<file path="config.mk">
export PLATFORM = sky130hd
export DESIGN_NAME = tmr_cmp_unit
export DESIGN_NICKNAME = d
export VERILOG_FILES = /design/src/rtl/tcu_pkg.sv /design/src/rtl/tcu_sync.sv /design/src/rtl/tcu_channel.sv /design/src/rtl/tcu_latch.sv /design/src/rtl/tmr_cmp_unit.sv
export SDC_FILE = /design/constraint.sdc
export NUM_CORES = 1
export LEC_CHECK = 0
export CORE_ASPECT_RATIO = 1.1
export CORE_MARGIN = 2
export CORE_UTILIZATION = 43
export DETAILED_ROUTE_END_ITERATION = 7
export GPL_ROUTABILITY_DRIVEN = 0
export PLACE_DENSITY_LB_ADDON = 0.25
export SYNTH_ARGS = -nofsm -noshare
export SYNTH_HDL_FRONTEND = slang
export SYNTH_SLANG_ARGS = --single-unit
</file>
<file path="constraint.sdc">
create_clock -name clk -period 2.1 [get_ports clk]
set_input_delay 0.63 -clock clk [delete_from_list [all_inputs] [get_ports clk]]
set_output_delay 0.63 -clock clk [all_outputs]
set_load 0.02 [all_outputs]
</file>
<file path="src/rtl/tcu_pkg.sv">
package tcu_pkg;

    localparam int NCH = 2;

    // control word bit positions
    localparam int B_ACT0   = 0;
    localparam int B_ACT1   = 2;
    localparam int B_IEN0   = 4;
    localparam int B_FLG0   = 6;
    localparam int B_SHADOW = 8;
    localparam int B_OE     = 9;
    localparam int B_ODATA  = 10;
    localparam int B_DRIVE  = 11;
    localparam int B_STAT   = 12;
    localparam int CTRL_BITS = 13;

    typedef enum logic [1:0] {
        ACT_HOLD = 2'b00,
        ACT_SET  = 2'b01,
        ACT_CLR  = 2'b10,
        ACT_TGL  = 2'b11
    } act_e;

    function automatic logic act_apply(input logic cur, input act_e a);
        logic r;
        case (a)
            ACT_SET:  r = 1'b1;
            ACT_CLR:  r = 1'b0;
            ACT_TGL:  r = ~cur;
            default:  r = cur;
        endcase
        return r;
    endfunction

endpackage

</file>
<file path="src/rtl/tcu_sync.sv">
module tcu_sync #(
    parameter int STAGES = 2
) (
    input  logic clk,
    input  logic rst_n,
    input  logic din,
    output logic dout
);
    typedef struct packed {
        logic [STAGES-1:0] sh;
    } sync_t;

    sync_t d, q;

    always_comb begin
        d = q;
        d.sh[0] = din;
        for (int i = 1; i < STAGES; i++) begin
            d.sh[i] = q.sh[i-1];
        end
    end

    always_ff @(posedge clk or negedge rst_n) begin
        if (!rst_n) q <= '0;
        else        q <= d;
    end

    assign dout = q.sh[STAGES-1];
endmodule

</file>
<file path="src/rtl/tcu_channel.sv">
module tcu_channel #(
    parameter int W = 16
) (
    input  logic         clk,
    input  logic         rst_n,
    input  logic         shadow_en,
    input  logic         cnt_step,
    input  logic [W-1:0] cnt_in,
    input  logic         data_wr,
    input  logic [W-1:0] wdata,
    input  logic         flag_clr,
    output logic         match,
    output logic         flag,
    output logic [W-1:0] cmp_val
);
    typedef struct packed {
        logic [W-1:0] cmp;
        logic [W-1:0] stage;
        logic         flg;
    } ch_t;

    ch_t d, q;

    always_comb begin
        d = q;
        match = cnt_step && (cnt_in == q.cmp);
        if (data_wr) begin
            d.stage = wdata;
            if (!shadow_en) d.cmp = wdata;
        end
        if (match && shadow_en) d.cmp = q.stage;
        if (flag_clr || data_wr) d.flg = 1'b0;
        if (match) d.flg = 1'b1;
    end

    always_ff @(posedge clk or negedge rst_n) begin
        if (!rst_n) q <= '0;
        else        q <= d;
    end

    assign flag    = q.flg;
    assign cmp_val = q.cmp;

    // a match always leaves the flag set, whatever clear arrives with it
    assert_set_wins_R9: assert property (@(posedge clk) disable iff (!rst_n)
        match |=> flag);

    // flag stays set without a clear
    assert_flag_sticky_R8: assert property (@(posedge clk) disable iff (!rst_n)
        (flag && !flag_clr && !data_wr) |=> flag);

    // buffered mode: active value only moves on a match
    assert_shadow_hold_R5: assert property (@(posedge clk) disable iff (!rst_n)
        (shadow_en && !match) |=> $stable(cmp_val));

    // direct mode: a write lands in the active value at once
    assert_direct_write_R5: assert property (@(posedge clk) disable iff (!rst_n)
        (!shadow_en && data_wr) |=> (cmp_val == $past(wdata)));
endmodule

</file>
<file path="src/rtl/tcu_latch.sv">
module tcu_latch
    import tcu_pkg::*;
(
    input  logic           clk,
    input  logic           rst_n,
    input  logic [NCH-1:0] hit,
    input  act_e           act0,
    input  act_e           act1,
    input  logic           preload,
    input  logic           pre_val,
    output logic           q_out
);
    typedef struct packed {
        logic lat;
    } lat_t;

    lat_t d, q;
    logic cmp_act;
    logic after0;

    always_comb begin
        d = q;
        after0  = hit[0] ? act_apply(q.lat, act0) : q.lat;
        cmp_act = (hit[0] && act0 != ACT_HOLD) || (hit[1] && act1 != ACT_HOLD);
        if (cmp_act) begin
            d.lat = hit[1] ? act_apply(after0, act1) : after0;
        end else if (preload) begin
            d.lat = pre_val;
        end
    end

    always_ff @(posedge clk or negedge rst_n) begin
        if (!rst_n) q <= '0;
        else        q <= d;
    end

    assign q_out = q.lat;

    // channel 1 acts last
    assert_ch1_last_R4: assert property (@(posedge clk) disable iff (!rst_n)
        (hit[1] && act1 == ACT_SET) |=> q_out);

    assert_cmp_wins_R7: assert property (@(posedge clk) disable iff (!rst_n)
        (hit[0] && act0 == ACT_CLR && !hit[1]) |=> !q_out);

    assert_toggle_R3: assert property (@(posedge clk) disable iff (!rst_n)
        (hit[0] && !hit[1] && act0 == ACT_TGL) |=> (q_out != $past(q_out)));

    assert_preload_R6: assert property (@(posedge clk) disable iff (!rst_n)
        (preload && !hit[0] && !hit[1]) |=> (q_out == $past(pre_val)));
endmodule

</file>
<file path="src/rtl/tmr_cmp_unit.sv">
module tmr_cmp_unit
    import tcu_pkg::*;
#(
    parameter int W = 16
) (
    input  logic         clk,
    input  logic         rst_n,
    input  logic         bus_wr,
    input  logic [1:0]   bus_addr,
    input  logic [W-1:0] bus_wdata,
    output logic [W-1:0] bus_rdata,
    input  logic [W-1:0] cnt_in,
    input  logic         pin_in,
    output logic         pin_out,
    output logic         pin_oe,
    output logic         irq
);
    localparam int PAD = W - CTRL_BITS;

    typedef struct packed {
        logic [NCH-1:0][1:0] act;
        logic [NCH-1:0]      ien;
        logic                shadow;
        logic                oe;
        logic                odata;
    } ctrl_t;

    typedef struct packed {
        ctrl_t        ctrl;
        logic [W-1:0] cnt;
        logic [1:0]   age;
    } top_t;

    top_t d, q;

    logic           ctrl_wr;
    logic           cnt_step;
    logic           pin_stat;
    logic [NCH-1:0] match;
    logic [NCH-1:0] flag;
    logic [NCH-1:0] data_wr;
    logic [NCH-1:0] flag_clr;
    logic [W-1:0]   cmp_val [NCH];

    assign ctrl_wr  = bus_wr && (bus_addr == 2'd0);
    assign cnt_step = (cnt_in != q.cnt);

    always_comb begin
        d = q;
        d.cnt = cnt_in;
        if (q.age != 2'd3) d.age = q.age + 2'd1;
        if (ctrl_wr) begin
            for (int i = 0; i < NCH; i++) begin
                d.ctrl.act[i] = bus_wdata[B_ACT0 + 2*i +: 2];
                d.ctrl.ien[i] = bus_wdata[B_IEN0 + i];
            end
            d.ctrl.shadow = bus_wdata[B_SHADOW];
            d.ctrl.oe     = bus_wdata[B_OE];
            d.ctrl.odata  = bus_wdata[B_ODATA];
        end
    end

    always_ff @(posedge clk or negedge rst_n) begin
        if (!rst_n) q <= '0;
        else        q <= d;
    end

    genvar g;
    generate
        for (g = 0; g < NCH; g++) begin : g_ch
            assign data_wr[g]  = bus_wr && (bus_addr == 2'(g + 1));
            assign flag_clr[g] = ctrl_wr && bus_wdata[B_FLG0 + g];

            tcu_channel #(.W(W)) u_ch (
                .clk       (clk),
                .rst_n     (rst_n),
                .shadow_en (q.ctrl.shadow),
                .cnt_step  (cnt_step),
                .cnt_in    (cnt_in),
                .data_wr   (data_wr[g]),
                .wdata     (bus_wdata),
                .flag_clr  (flag_clr[g]),
                .match     (match[g]),
                .flag      (flag[g]),
                .cmp_val   (cmp_val[g])
            );
        end
    endgenerate

    tcu_latch u_lat (
        .clk     (clk),
        .rst_n   (rst_n),
        .hit     (match),
        .act0    (act_e'(q.ctrl.act[0])),
        .act1    (act_e'(q.ctrl.act[1])),
        .preload (ctrl_wr && bus_wdata[B_DRIVE]),
        .pre_val (bus_wdata[B_ODATA]),
        .q_out   (pin_out)
    );

    tcu_sync #(.STAGES(2)) u_sync (
        .clk   (clk),
        .rst_n (rst_n),
        .din   (pin_in),
        .dout  (pin_stat)
    );

    always_comb begin
        bus_rdata = '0;
        case (bus_addr)
            2'd0: bus_rdata = {{PAD{1'b0}}, pin_stat, 1'b0, q.ctrl.odata,
                               q.ctrl.oe, q.ctrl.shadow, flag, q.ctrl.ien,
                               q.ctrl.act[1], q.ctrl.act[0]};
            2'd1: bus_rdata = cmp_val[0];
            2'd2: bus_rdata = cmp_val[1];
            default: bus_rdata = '0;
        endcase
    end

    assign pin_oe = q.ctrl.oe;
    assign irq    = |(flag & q.ctrl.ien);

    // pin status trails the pin by two edges once the pipe is filled
    assert_sync_delay_R11: assert property (@(posedge clk) disable iff (!rst_n)
        (q.age == 2'd3) |-> (pin_stat == $past(pin_in, 2)));

    // a channel whose flag rose must have matched in the cycle before
    assert_flag_cause_R8: assert property (@(posedge clk) disable iff (!rst_n)
        $rose(flag[0]) |-> $past(match[0]));
endmodule

</file>
Word level (Yosys, flattened, before mapping)
Cells that the tools add are included.
{ "op_classes": {"add_sub_neg": 0, "n_mul": 0, "n_div": 0, "n_lt_le_gt_ge": 0, "eq_ne": 13, "shifts": 0, "muxes": 16, "bitwise_logic": 3, "n_reduce_logical": 26} }
{ "op_table": {"columns": ["op", "count"], "rows": [
  ["$mux W32", 2],
  ["$mux W16", 3],
  ["$pmux W16 S3", 1],
  ["$eq A16 B16 Y1", 2],
  ["$ne A16 B16 Y1", 1],
  ["$reduce_bool A2 Y1", 7],
  ["$logic_and A1 B1 Y1", 12],
  ["$eq A2 B2 Y1 const B", 5],
  ["$mux W1", 8],
  ["$eq A2 B1 Y1 const B", 3],
  ["$pmux W1 S3", 2],
  ["$ne A2 B1 Y1 const B", 2],
  ["$reduce_and A2 Y1", 2],
  ["$logic_or A1 B1 Y1", 3],
  ["$and A2 B2 Y2", 1],
  ["$logic_not A2 Y1", 1],
  ["$not A1 Y1", 2],
  ["$reduce_or A2 Y1", 1]
]} }
{ "word_totals": {"ff_bits": 94, "latchBits": 0, "ramBits": 0, "mem_bits_ro": 0, "in_bits": 38, "output_inout_bits": 19, "mem_count": 0} }

Depth between registers and ports, before layout
{ "logic_depth": {"ltp_word": 7, "mapped_depth": 8} }

Hierarchy
Synthesis repeated with hierarchy kept, for this count alone.
{ "unflattened": {"hier_cells": 389, "area_unflattened_um2": 5066.1} }
{ "modules_own_cells": {"columns": ["module", "n_inst", "cells_per_inst", "area_each_um2"], "rows": [
  ["tcu_channel", 2, 133, 1803.0],
  ["tmr_cmp_unit", 1, 110, 1311.3],
  ["tcu_latch", 1, 11, 98.8],
  ["tcu_sync", 1, 2, 50.0]
]} }

Worst setup path after synthesis
OpenSTA, ideal clock, no wires.
{ "synth_path": {"path_kind": "input to output", "start": "input port bus_addr[0]", "end": "output port bus_rdata[0]", "arrival_time_ns": 1.864, "required_time_ns": 1.470, "path_slack_ns": -0.394, "cell_stages": 4, "n_path_buf": 2, "cell_sequence": "buf_2 -> clkbuf_1 -> mux2i_1 -> o21ai_0"} }
{ "synth_between": {"elab_chain_len": 2, "elab_cells_between_ends": 4, "cone_classes": "2 x eq/ne; 1 x mux; 1 x reduce/logical"} }
{ "synth_lines": {"columns": ["element", "line", "rtl"], "rows": [
  ["start, declared", "tmr_cmp_unit.sv:9", "input logic [1:0] bus_addr,"],
  ["$eq A2 B2 Y1 (tied with other cells)", "tmr_cmp_unit.sv:110", "case (bus_addr)"],
  ["$pmux W16 S3 *", "tmr_cmp_unit.sv:110", null],
  ["end, declared", "tmr_cmp_unit.sv:11", "output logic [W-1:0] bus_rdata,"]
]} }
Every way passes the cells marked *; elsewhere a longest branch is shown, timed or not.

Worst setup path in the final report
{ "layout_path": {"start": "input port cnt_in[6]", "end": "register g_ch[1].u_ch.q (netlist bit g_ch[1].u_ch.cmp_val[10])"} }
{ "layout_between": {"elab_chain_len": 5, "elab_cells_between_ends": 8, "cone_classes": "3 x eq/ne; 1 x mux; 4 x reduce/logical"} }
{ "layout_lines": {"columns": ["element", "line", "rtl"], "rows": [
  ["start, declared", "tmr_cmp_unit.sv:12", "input logic [W-1:0] cnt_in,"],
  ["$ne A16 B16 Y1 or $eq A16 B16 Y1 (tied branches)", "tmr_cmp_unit.sv:46, tcu_channel.sv:26", null],
  ["$logic_and A1 B1 Y1 *", "tcu_channel.sv:26", "match = cnt_step && (cnt_in == q.cmp);"],
  ["$logic_and A1 B1 Y1 *", "tcu_channel.sv:31", "if (match && shadow_en) d.cmp = q.stage;"],
  ["$ne A2 B1 Y1 (no source line) or $reduce_bool A2 Y1 (tied branches)", null, null],
  ["$reduce_and A2 Y1 (no source line)", null, null],
  ["end signal, assigned", "tcu_channel.sv:37", "if (!rst_n) q <= '0;"],
  ["end signal, assigned", "tcu_channel.sv:38", "else q <= d;"],
  ["end, declared", "tcu_channel.sv:22", "ch_t d, q;"]
]} }
Marked as above.
A chain may end at the register's enable or synchronous reset.

==> flow_summary.yaml <==
finish:
  multiInputGateArea_um2: 2280
  num-fill-cells: 797
  syn2layout_area_growth_pct: 36.9
  final_nets: 503
  seq_area_um2: 2350
  drive_gt1_frac: 0.434
  antenna_cells: 0
die:
  io_pins: 57
  fp.dieW_um: 101
  rows: 38
  initial_core_util: 0.445
  chipHeight_um: 111
  dieArea_um2: 11200
  core_area_um2: 9980
detailed_routing:
  drc: 0
  wl_met3_um: 607
  wl_per_cell_um: 20.3
  ant_nets: 0
  m1WireLength_mm: 5.20
  avgViaCountPerCell: 5.66
  drt_iter0_markers: 177
  vias: 3338
  wl_met2_mm: 5.89
  drtPass1Iterations: 5
  highest_layer: "met4"
  wirelength_mm: 12.0
power_and_ir_drop:
  p_leak_nw: 2.92
  seqPwrFrac: 0.494
  intPower_mw: 3.42
  clkPwrFrac: 0.251
  netSwitchingFraction: 0.303
  power_density_nw_per_um2: 807
  combPwrFrac: 0.254
  max-vdd-ir-drop_mv: 0.335
  p_total_mw: 4.91
  power.switching_mw: 1.49
synth:
  synthArstFlopShare: 1.00
  synth_area_leaders: "dfrtp_1, mux2_2, a22o_1"
  synthCells: 353
  yosysWarnings: 0
  ys_seq_elements: 94
  syn_area_per_cell_um2: 12.6
  ys.flop_type: "dfrtp_1"
  ys_seq_area_frac: 0.529
  synthesis.area_um2: 4450
  netlist-cell-type-count: 41
  yosys.area.top_type: "dfrtp_1"
  synth_nets: 391
  synth_edf_count: 0
  synth_top_area_frac: 0.529
setup_path:
  crit_fanout: 8
  cp.required_ns: 2.36
  cpPeakStageDelay_ns: 0.31
  slowest_stage: "nor4_2"
  cp-end-kind: "flip-flop"
  worstSetupPathType: "input pin to flip-flop"
  path_cells: "clkdlybuf4s15_2, xor2_1, nor4_2, nand4_1, nor3b_4, buf_6, nor2_4, a21o_1"
  worstSetupStartpointType: "input pin"
  arrival_ns: 2.36
placed_design:
  io_buffers: 56
  hpwlAfterDp_mm: 8.56
clock_tree:
  clock_latency_ns: 0.37
  clkTransAtPathRegs_ns: 0.09
  cts_tree: "done"
  postCtsHoldBufs: 0
  clock-sinks: 94
  cts_inserted_buffers: 9
  clock_path_buffers: 2
  root_buffer: "clkbuf_8"
  h-tree-depth: 3
timing:
  clock_skew_ns: 0.00953
  tightestPinTransition_ns: 0.548
  finalSetupTns_ns: -0.00148
  holdWs_ns: 0.186
  timing.final.crit_period_ns: 2.10
  clock.fmax_ghz: 0.476
  hold_viol: 0
  finalSetupViolCount: 1
  setup_slack_ns: -0.00148
  post-route-period-util: 1.00
  slew_violations: 0
  max_slew_margin: 0.633
  rsz0062_at_grt: "yes"
global_route:
  overflow: 0
  grt_pass1_vias: 3467
  grt_max_degree: 35
  grt_use_total: 0.223
  antenna_found_initial: 0
  grt_first_pass_wirelength_mm: 18.8
worst_hold_path:
  hp-class: "input pin to async pin"
status:
  violations: "negative setup slack"
  outcome: "finished, violations left"
run:
  maxCapViolCount: 0
## cells by family (layout without fill, tap and decap cells)
logic type,after synthesis,count (layout),share of synthesized area
xor+xnor,48,48,0.0946
flops,94,94,0.529
mux,55,55,0.135
compound gates,86,86,0.149
simple gates,50,51,0.0690
buf+inv,20,136,0.0225
## worst max-delay path, delay by kind of cell
family | cells | cell delay, ns
AO/OA/AOI/OAI | 1 | 0.19
buffers and inverters | 2 | 0.40
AND/OR/NAND/NOR | 4 | 0.93
XOR/XNOR | 1 | 0.19
## synth_stat cells, drive strengths merged (8+ instances only)
cell type	instances
a21o	30
a22o	35
buf	9
clkbuf	8
dfrtp	94
mux2	41
mux2i	14
nand2	18
nor4	9
o21ai	13
xnor2	16
xor2	32
## registers in the layout, summed over array words and instances, names as in the netlist
register	flops
u_sync.q	2
pin_oe	1
q	24
g_ch.u_ch.cmp_val	32
u_lat.q_out	1
g_ch.u_ch.q	32
g_ch.u_ch.flag	2
## through the flow
| stage | std cells | area (µm²) | utilization | setup WS (ns) |
|---|---|---|---|---|
| after floorplan | 353 | 4500 | - | -0.0115 |
| after global placement | 564 | 5600 | 0.561 | -0.932 |
| after detailed placement | 564 | 5600 | 0.561 | -0.967 |
| after CTS | 589 | 6030 | 0.604 | 0.00129 |
| after global routing | 590 | 6090 | 0.610 | -0.0843 |
| final | 590 | 6090 | 0.610 | -0.00148 |
## power groups by stage
stage | Clock, mW | Combinational, mW | Sequential (mW)
after floorplan | 0 | 0.667 | 2.35
after global placement | 0 | 1.14 | 2.41
after detailed placement | 0 | 1.17 | 2.43
after CTS | 1.25 | 1.23 | 2.41
after global routing | 1.33 | 1.34 | 2.47
final | 1.23 | 1.25 | 2.43
## area by class of cell
cell class	count	area share
inverter	3	0.00185
multi-input combinational	240	0.375
clock buffer	12	0.0255
timing repair buffer	117	0.179
clock inverter	4	0.00740
sequential	94	0.387
tap	120	0.0247
## worst paths after layout
kind	slack (ns)	startpoint	cells after the start	to
worst max register to register	-0.001	q[12]$_DFF_PN0_	8	g_ch[0].u_ch.cmp_val[0]$_DFFE_PN0P_
worst min register to register	0.38	u_sync.q[0]$_DFF_PN0_	0	u_sync.q[1]$_DFF_PN0_
min in group clk	0.38	u_sync.q[0]$_DFF_PN0_	0	u_sync.q[1]$_DFF_PN0_
worst max-delay path	-0.001	cnt_in[6]	8	g_ch[1].u_ch.cmp_val[10]$_DFFE_PN0P_
max in group asynchronous	1.38	rst_n	2	g_ch[1].u_ch.cmp_val[3]$_DFFE_PN0P_
worst min-delay path	0.19	rst_n	1	g_ch[1].u_ch.q[5]$_DFFE_PN0P_
## cells in the final DEF (no fill, tap or decap), types with 4 or more instances in the layout
cell type	n
buf_4	39
a21o_1	30
dfrtp_1	94
clkdlybuf4s50_1	19
mux2_2	41
xnor2_1	9
buf_12	10
nor2_4	4
nand2_1	17
mux2i_1	8
clkbuf_8	11
nor4_2	6
nand4_1	6
a22o_4	5
o21ai_2	11
xnor2_2	6
buf_2	21
buf_6	21
xor2_1	30
a22o_1	30
## timing repair
item | CTS | global route
pin swaps | 29 | 39
setup endpoints to repair | 68 | 40
gates resized for setup | 181 | 29
gates cloned | 1 | 1
buffers inserted | 8 | 2
## metal layers
| metal | vias to the layer above | track usage |
|---|---|---|
| li1 | 1508 | - |
| met1 | 1696 | 0.318 |
| met2 | 115 | 0.344 |
| met3 | 19 | 0.0380 |
| met4 | 0 | 0.0748 |
| met5 | - | 0 |
Power figures use the tool's default switching activity.
